`config.mk`:
```
export PLATFORM = sky130hd
export DESIGN_NAME = flash_cmd_ctrl
export DESIGN_NICKNAME = d
export VERILOG_FILES = /design/src/rtl/flash_cmd_pkg.sv /design/src/rtl/flash_key_gate.sv /design/src/rtl/flash_lock.sv /design/src/rtl/flash_flags.sv /design/src/rtl/flash_cmd_ctrl.sv
export SDC_FILE = /design/constraint.sdc
export NUM_CORES = 1
export LEC_CHECK = 0
export BUFFER_PORTS_ARGS = -buffer_cell sky130_fd_sc_hd__clkbuf_2
export CAP_MARGIN = 30
export CORE_ASPECT_RATIO = 0.8
export CORE_MARGIN = 2
export CORE_UTILIZATION = 49
export DETAILED_ROUTE_END_ITERATION = 6
export PLACE_DENSITY = 0.77
export RECOVER_POWER = 100
export SYNTH_ARGS = -nofsm -noshare
export SYNTH_HDL_FRONTEND = slang
export SYNTH_SLANG_ARGS = --single-unit
```
`constraint.sdc`:
```
create_clock -name clk -period 5.09 [get_ports clk]
set_input_delay 1.018 -clock clk [delete_from_list [all_inputs] [get_ports clk]]
set_output_delay 1.018 -clock clk [all_outputs]
set_load 0.005 [all_outputs]
```
`src/rtl/flash_cmd_pkg.sv`:
```
package flash_cmd_pkg;
  localparam logic [31:0] KEY_PROG = 32'h91C32C01;
  localparam logic [31:0] KEY_SWAP = 32'h91C32C02;

  localparam logic [3:0] OP_PROG  = 4'h2;
  localparam logic [3:0] OP_ERASE = 4'h4;

  localparam logic [7:0] OFS_CTRL   = 8'h00;
  localparam logic [7:0] OFS_LOCK   = 8'h08;
  localparam logic [7:0] OFS_FLAGS  = 8'h14;
  localparam logic [7:0] OFS_STATUS = 8'h18;
  localparam logic [7:0] OFS_KEY    = 8'h1C;
  localparam logic [7:0] OFS_ADDR   = 8'h20;
  localparam logic [7:0] OFS_DATA0  = 8'h28;
  localparam logic [7:0] OFS_SWAP   = 8'h48;

  localparam int FLG_DONE  = 0;
  localparam int FLG_KEY   = 1;
  localparam int FLG_ALIGN = 2;
  localparam int FLG_OWNER = 3;
  localparam int NFLAGS    = 4;

  localparam int SWAP_BIT = 8;

  function automatic logic [31:0] sector_base(input logic [31:0] a, input int unsigned lg);
    return a & ~((32'd1 << lg) - 32'd1);
  endfunction

  function automatic logic line_aligned(input logic [31:0] a, input int unsigned lg);
    return (a & ((32'd1 << lg) - 32'd1)) == 32'd0;
  endfunction
endpackage

```
`src/rtl/flash_key_gate.sv`:
```
module flash_key_gate
  import flash_cmd_pkg::*;
(
  input  logic        clk,
  input  logic        rst_n,
  input  logic        key_wr,
  input  logic [31:0] key_val,
  input  logic        consume,
  output logic        prog_ok,
  output logic        swap_ok
);
  logic [31:0] key_q;

  always_ff @(posedge clk) begin
    if (!rst_n)       key_q <= '0;
    else if (consume) key_q <= '0;
    else if (key_wr)  key_q <= key_val;
  end

  assign prog_ok = (key_q == KEY_PROG);
  assign swap_ok = (key_q == KEY_SWAP);
endmodule

```
`src/rtl/flash_lock.sv`:
```
module flash_lock (
  input  logic       clk,
  input  logic       rst_n,
  input  logic       wr,
  input  logic [2:0] wval,
  output logic [2:0] value,
  output logic       held
);
  always_ff @(posedge clk) begin
    if (!rst_n) value <= 3'b000;
    else if (wr) begin
      if (wval == 3'b011 && !value[0]) value <= 3'b011;
      else if (wval == 3'b010)         value <= 3'b010;
    end
  end

  assign held = (value == 3'b011);
endmodule

```
`src/rtl/flash_flags.sv`:
```
module flash_flags #(
  parameter int NF = 4
) (
  input  logic          clk,
  input  logic          rst_n,
  input  logic [NF-1:0] set_vec,
  input  logic          clr_wr,
  input  logic [NF-1:0] clr_vec,
  output logic [NF-1:0] flags
);
  logic [NF-1:0] clr_mask;
  assign clr_mask = clr_wr ? clr_vec : '0;

  always_ff @(posedge clk) begin
    if (!rst_n) flags <= '0;
    else        flags <= (flags & ~clr_mask) | set_vec;
  end
endmodule

```
`src/rtl/flash_cmd_ctrl.sv`:
```
module flash_cmd_ctrl
  import flash_cmd_pkg::*;
#(
  parameter int ADDR_W      = 16,
  parameter int WORDS       = 8,
  parameter int SECTOR_LOG2 = 8
) (
  input  logic                  clk,
  input  logic                  rst_n,
  input  logic                  bus_wr,
  input  logic [7:0]            bus_addr,
  input  logic [31:0]           bus_wdata,
  output logic [31:0]           bus_rdata,
  output logic                  fl_start,
  output logic                  fl_erase,
  output logic [ADDR_W-1:0]     fl_addr,
  output logic [32*WORDS-1:0]   fl_data,
  input  logic                  fl_ack,
  output logic                  bank_swap
);
  localparam int LINE_LOG2 = $clog2(WORDS * 4);

  logic wr_ctrl, wr_swap, wr_key, wr_lock, wr_flags, wr_addr;
  logic prog_ok, swap_ok, lock_held;
  logic [2:0] lock_val;
  logic [NFLAGS-1:0] flags, set_vec;
  logic busy_q, start_q, erase_q, swap_q;
  logic [ADDR_W-1:0] addr_q;
  logic [31:0] data_q [WORDS];

  // decoded events, kept as named wires for the checker
  logic [3:0] op;
  logic cmd_real, is_prog, misaligned;
  logic key_rej, own_rej, align_rej, cmd_fire, swap_rej, swap_take, ack_seen;

  assign wr_ctrl  = bus_wr && (bus_addr == OFS_CTRL);
  assign wr_swap  = bus_wr && (bus_addr == OFS_SWAP);
  assign wr_key   = bus_wr && (bus_addr == OFS_KEY);
  assign wr_lock  = bus_wr && (bus_addr == OFS_LOCK);
  assign wr_flags = bus_wr && (bus_addr == OFS_FLAGS);
  assign wr_addr  = bus_wr && (bus_addr == OFS_ADDR) && !busy_q;

  assign op         = bus_wdata[3:0];
  assign is_prog    = (op == OP_PROG);
  assign cmd_real   = wr_ctrl && bus_wdata[7] && (is_prog || op == OP_ERASE) && !busy_q;
  assign misaligned = is_prog && !line_aligned(32'(addr_q), LINE_LOG2);

  assign key_rej   = cmd_real && !prog_ok;
  assign own_rej   = cmd_real && prog_ok && !lock_held;
  assign align_rej = cmd_real && prog_ok && lock_held && misaligned;
  assign cmd_fire  = cmd_real && prog_ok && lock_held && !misaligned;
  assign swap_rej  = wr_swap && !swap_ok;
  assign swap_take = wr_swap && swap_ok;
  assign ack_seen  = fl_ack && busy_q;

  flash_key_gate u_key (
    .clk(clk), .rst_n(rst_n), .key_wr(wr_key), .key_val(bus_wdata),
    .consume(wr_ctrl || wr_swap), .prog_ok(prog_ok), .swap_ok(swap_ok)
  );

  flash_lock u_lock (
    .clk(clk), .rst_n(rst_n), .wr(wr_lock), .wval(bus_wdata[2:0]),
    .value(lock_val), .held(lock_held)
  );

  always_comb begin
    set_vec            = '0;
    set_vec[FLG_DONE]  = ack_seen;
    set_vec[FLG_KEY]   = key_rej || swap_rej;
    set_vec[FLG_ALIGN] = align_rej;
    set_vec[FLG_OWNER] = own_rej;
  end

  flash_flags #(.NF(NFLAGS)) u_flags (
    .clk(clk), .rst_n(rst_n), .set_vec(set_vec), .clr_wr(wr_flags),
    .clr_vec(bus_wdata[NFLAGS-1:0]), .flags(flags)
  );

  always_ff @(posedge clk) begin
    if (!rst_n) begin
      busy_q  <= 1'b0;
      start_q <= 1'b0;
      erase_q <= 1'b0;
      swap_q  <= 1'b0;
      addr_q  <= '0;
    end else begin
      start_q <= cmd_fire;
      if (cmd_fire) begin
        busy_q  <= 1'b1;
        erase_q <= !is_prog;
      end else if (fl_ack) begin
        busy_q <= 1'b0;
      end
      if (wr_addr)   addr_q <= bus_wdata[ADDR_W-1:0];
      if (swap_take) swap_q <= bus_wdata[SWAP_BIT];
    end
  end

  for (genvar w = 0; w < WORDS; w++) begin : g_data
    logic wr_word;
    assign wr_word = bus_wr && !busy_q && (bus_addr == OFS_DATA0 + 8'(4 * w));
    always_ff @(posedge clk) begin
      if (!rst_n)       data_q[w] <= '0;
      else if (wr_word) data_q[w] <= bus_wdata;
    end
    assign fl_data[32*w +: 32] = data_q[w];
  end

  assign fl_start  = start_q;
  assign fl_erase  = erase_q;
  assign fl_addr   = erase_q ? ADDR_W'(sector_base(32'(addr_q), SECTOR_LOG2)) : addr_q;
  assign bank_swap = swap_q;

  always_comb begin
    bus_rdata = '0;
    case (bus_addr)
      OFS_LOCK:   bus_rdata = {29'd0, lock_val};
      OFS_FLAGS:  bus_rdata = {{(32-NFLAGS){1'b0}}, flags};
      OFS_STATUS: bus_rdata = {31'd0, busy_q};
      OFS_ADDR:   bus_rdata = 32'(addr_q);
      OFS_SWAP:   bus_rdata = 32'(swap_q) << SWAP_BIT;
      default:    bus_rdata = '0;
    endcase
    for (int w = 0; w < WORDS; w++)
      if (bus_addr == OFS_DATA0 + 8'(4 * w)) bus_rdata = data_q[w];
  end
endmodule

```
==> summary.txt <==
Placement Setup Slack - 728.0 ps
Top-area cell type share of the netlist area - 52.41%
Post-route ant nets - 0
Synth-to-layout area growth - 19.99%
Resize count post-CTS - 0
Nets@finish - 1,689
Slew headroom - -63.97%
Clk root buf - clkbuf_16
YS warnings - 0
Fin crit share - 91.46%
Primary FF master, synth - edfxtp_1
Total Power - 0.005625 W
Clock-pin slew on the worst setup and hold paths - 60 ps
Grt ovf - 0
1st-pass router iterations - 7
Area of the core - 29,360 sq um
CTS Buffer Depth - 3
Inst Count DP - 1,989
Die ar. - 31,340 sq um
Initial Util - 49.96%
Cts bufs inserted - 31
WL per Instance - 28.21 um
CP arrival - 3640 ps
Max Fanout on Critical Path - 15
Pin count of the biggest net entering global routing - 37
Tightest Hold Check Type - reg2reg
Cts hold-fix bufs - 0
Layout cells sized above 1 - 16.12%
Vias in the first global route - 12,230
Vias - 12,840
Top post-synthesis cells by area - edfxtp_1 (52%), and2_1 (11%), dfxtp_1 (7.9%)
Initial DRC count - 2,162
Worst Tran Pin Value - 2443 ps
Chip width - 197.4 um
Leak - 6.144 nW
Post-synthesis sequential area ratio - 60.33%
Vias per cell - 6.273
Achievable Freq - 0.2148 GHz
DP Wirelength - 40,090 um
Min cycle time layout - 4655 ps
Failing checks - DRC, capacitance limit, slew limit
Setup CP Type - in2out
Port bufs - 350
FP Rows - 56
RSZ-0062 raised after global routing - false
Fill cells - 2,505
Top post-synthesis cells by count - and2_1 (259), edfxtp_1 (256), nand2_1 (166), clkbuf_1 (68), o21ai_0 (68)
Top-count cell post-synth - and2_1
Syn_area_per_cell - 11.21 sq um
Max Slew Vio Count - 139
H-tree lvl count - 1
Minimum hold slack - 451.6 ps
Setup TNS - 0 ps
Setup ws final - 434.6 ps
Final setup violation count - 0
Clock skew - 31.49 ps
Worst EP required - 4070 ps
Status - complete, but fails checks
Type of origin of the critical path - input pin
Worst skew pair latency - 580 ps
Asr flop ratio synth - 0%
Synthesized area - 14,670 sq um
Syn Nets - 1,352
Clock Sinks - 314
Post-Route WL - 57,750 um
Setup bufs post-CTS - 0
Final Non-Filler Cells - 2,047
Critical Path End Type - output port
Top cell type by total area after synthesis - edfxtp_1
DRC Markers - 1
PD cells - 319.6 nW/um^2
CTS tree - built
Final Hold Vio Count - 0
First-pass GRT wire length - 82,770 um
Gate Count Post-Synth - 1,308
Worst IR Drop VDD - 245.0 uV
Total GRT Usage - 35.96%
Max Cap Viol - 7
GPL Wtd Cong - 0.9620
Post-synth EDFFs - 256
Num ports - 351
Yosys cell types - 72
Initial antenna violation count - 0
Number of synthesized register bits - 314
Die Span Y - 158.8 um
[flip-flops by register name, summed over array words and instances, names as in the netlist]
register       count
u_lock.value       2
data_q           256
fl_start           1
fl_erase           1
u_flags.flags      4
u_key.key_q       32
addr_q            16
busy_q             1
bank_swap          1
[stage by stage]
step	util, %	instance area [sq um]
floorplan	-	14670
global placement	58.02	17030
detailed placement	58.17	17080
CTS	61.55	18070
global route	59.94	17600
finish	59.95	17600
[power by group]
group	leakage [nW]	internal, W	switching [W]	total (W)
clock network	0.490	0.00128	0.000981	0.00226
logic	2.76	0.000116	0.000280	0.000396
registers	2.90	0.00288	0.0000823	0.00297
[path summary, 6_finish.rpt]
| check | to | from | depth (start not counted) | slack (ps) |
|---|---|---|---|---|
| max | bus_rdata[29] | bus_addr[4] | 8 | 430 |
| min | u_key.key_q[29]$_SDFFE_PP0P_ | u_key.key_q[29]$_SDFFE_PP0P_ | 2 | 450 |
| max reg2reg | data_q[0][3]$_SDFFCE_PN0P_ | busy_q$_SDFFE_PN0P_ | 3 | 1520 |
| min reg2reg | u_key.key_q[29]$_SDFFE_PP0P_ | u_key.key_q[29]$_SDFFE_PP0P_ | 2 | 450 |
[routing by layer]
metal / vias to the layer above / share of wire, % / global-route usage [%] / routed length, um
li1: 5414 / - / - / -
met1: 6188 / 38 / 51.20 / 21800
met2: 1057 / 43 / 52.19 / 24690
met3: 181 / 15 / 9.494 / 8479
met4: 0 / 4.8 / 14.66 / 2776
met5: - / 0 / 0 / 0
[cell usage in the layout, fill, tap and decap left out, drive strengths merged, types with 4 or more instances in the layout]
cell,netlist,routed
a21boi,21,21
a21oi,64,64
a221o,10,10
a221oi,11,11
a222oi,6,6
a22o,5,5
a22oi,24,24
a31oi,7,7
a32o,9,9
and2,260,260
and3,5,5
buf,40,34
clkbuf,68,424
clkinv,0,8
dfxtp,58,58
edfxtp,256,256
inv,5,5
mux2i,17,17
nand2,166,166
nand3,20,20
nand4,7,7
nor2,41,41
nor2b,17,17
nor3,6,6
nor4,7,7
nor4b,8,8
o2111ai,4,4
o21a,10,10
o21ai,71,71
o22ai,20,20
or3,4,4
or4,10,10
or4b,4,4
[worst max-delay path: stages]
cell and delay [ps]:
clkbuf_1 280, or4b_1 900, nor2_1 540, buf_4 310
nand2_1 90, a32o_1 240, nand3_1 110, clkbuf_1 140
[kinds of logic after synthesis]
logic type	Yosys count	share of synthesized area [%]
flops	314	60.33
xor+xnor	1	0.05972
mux	18	1.237
buf+inv	113	3.446
compound gates	291	13.22
simple gates	571	21.71
[layout make-up]
type	count	area [sq um]	area share (%)
Clock buffer	47	915.9	5.204
Tap cell	377	471.7	2.680
Sequential cell	314	8848	50.27
Clock inverter	10	75.07	0.4265
Inverter	5	18.77	0.1066
Timing Repair Buffer	412	1911	10.86
Antenna cell	1	2.502	0.01422
Multi-Input combinational cell	881	5358	30.44
No activity file was read; power rests on OpenSTA's default activity.
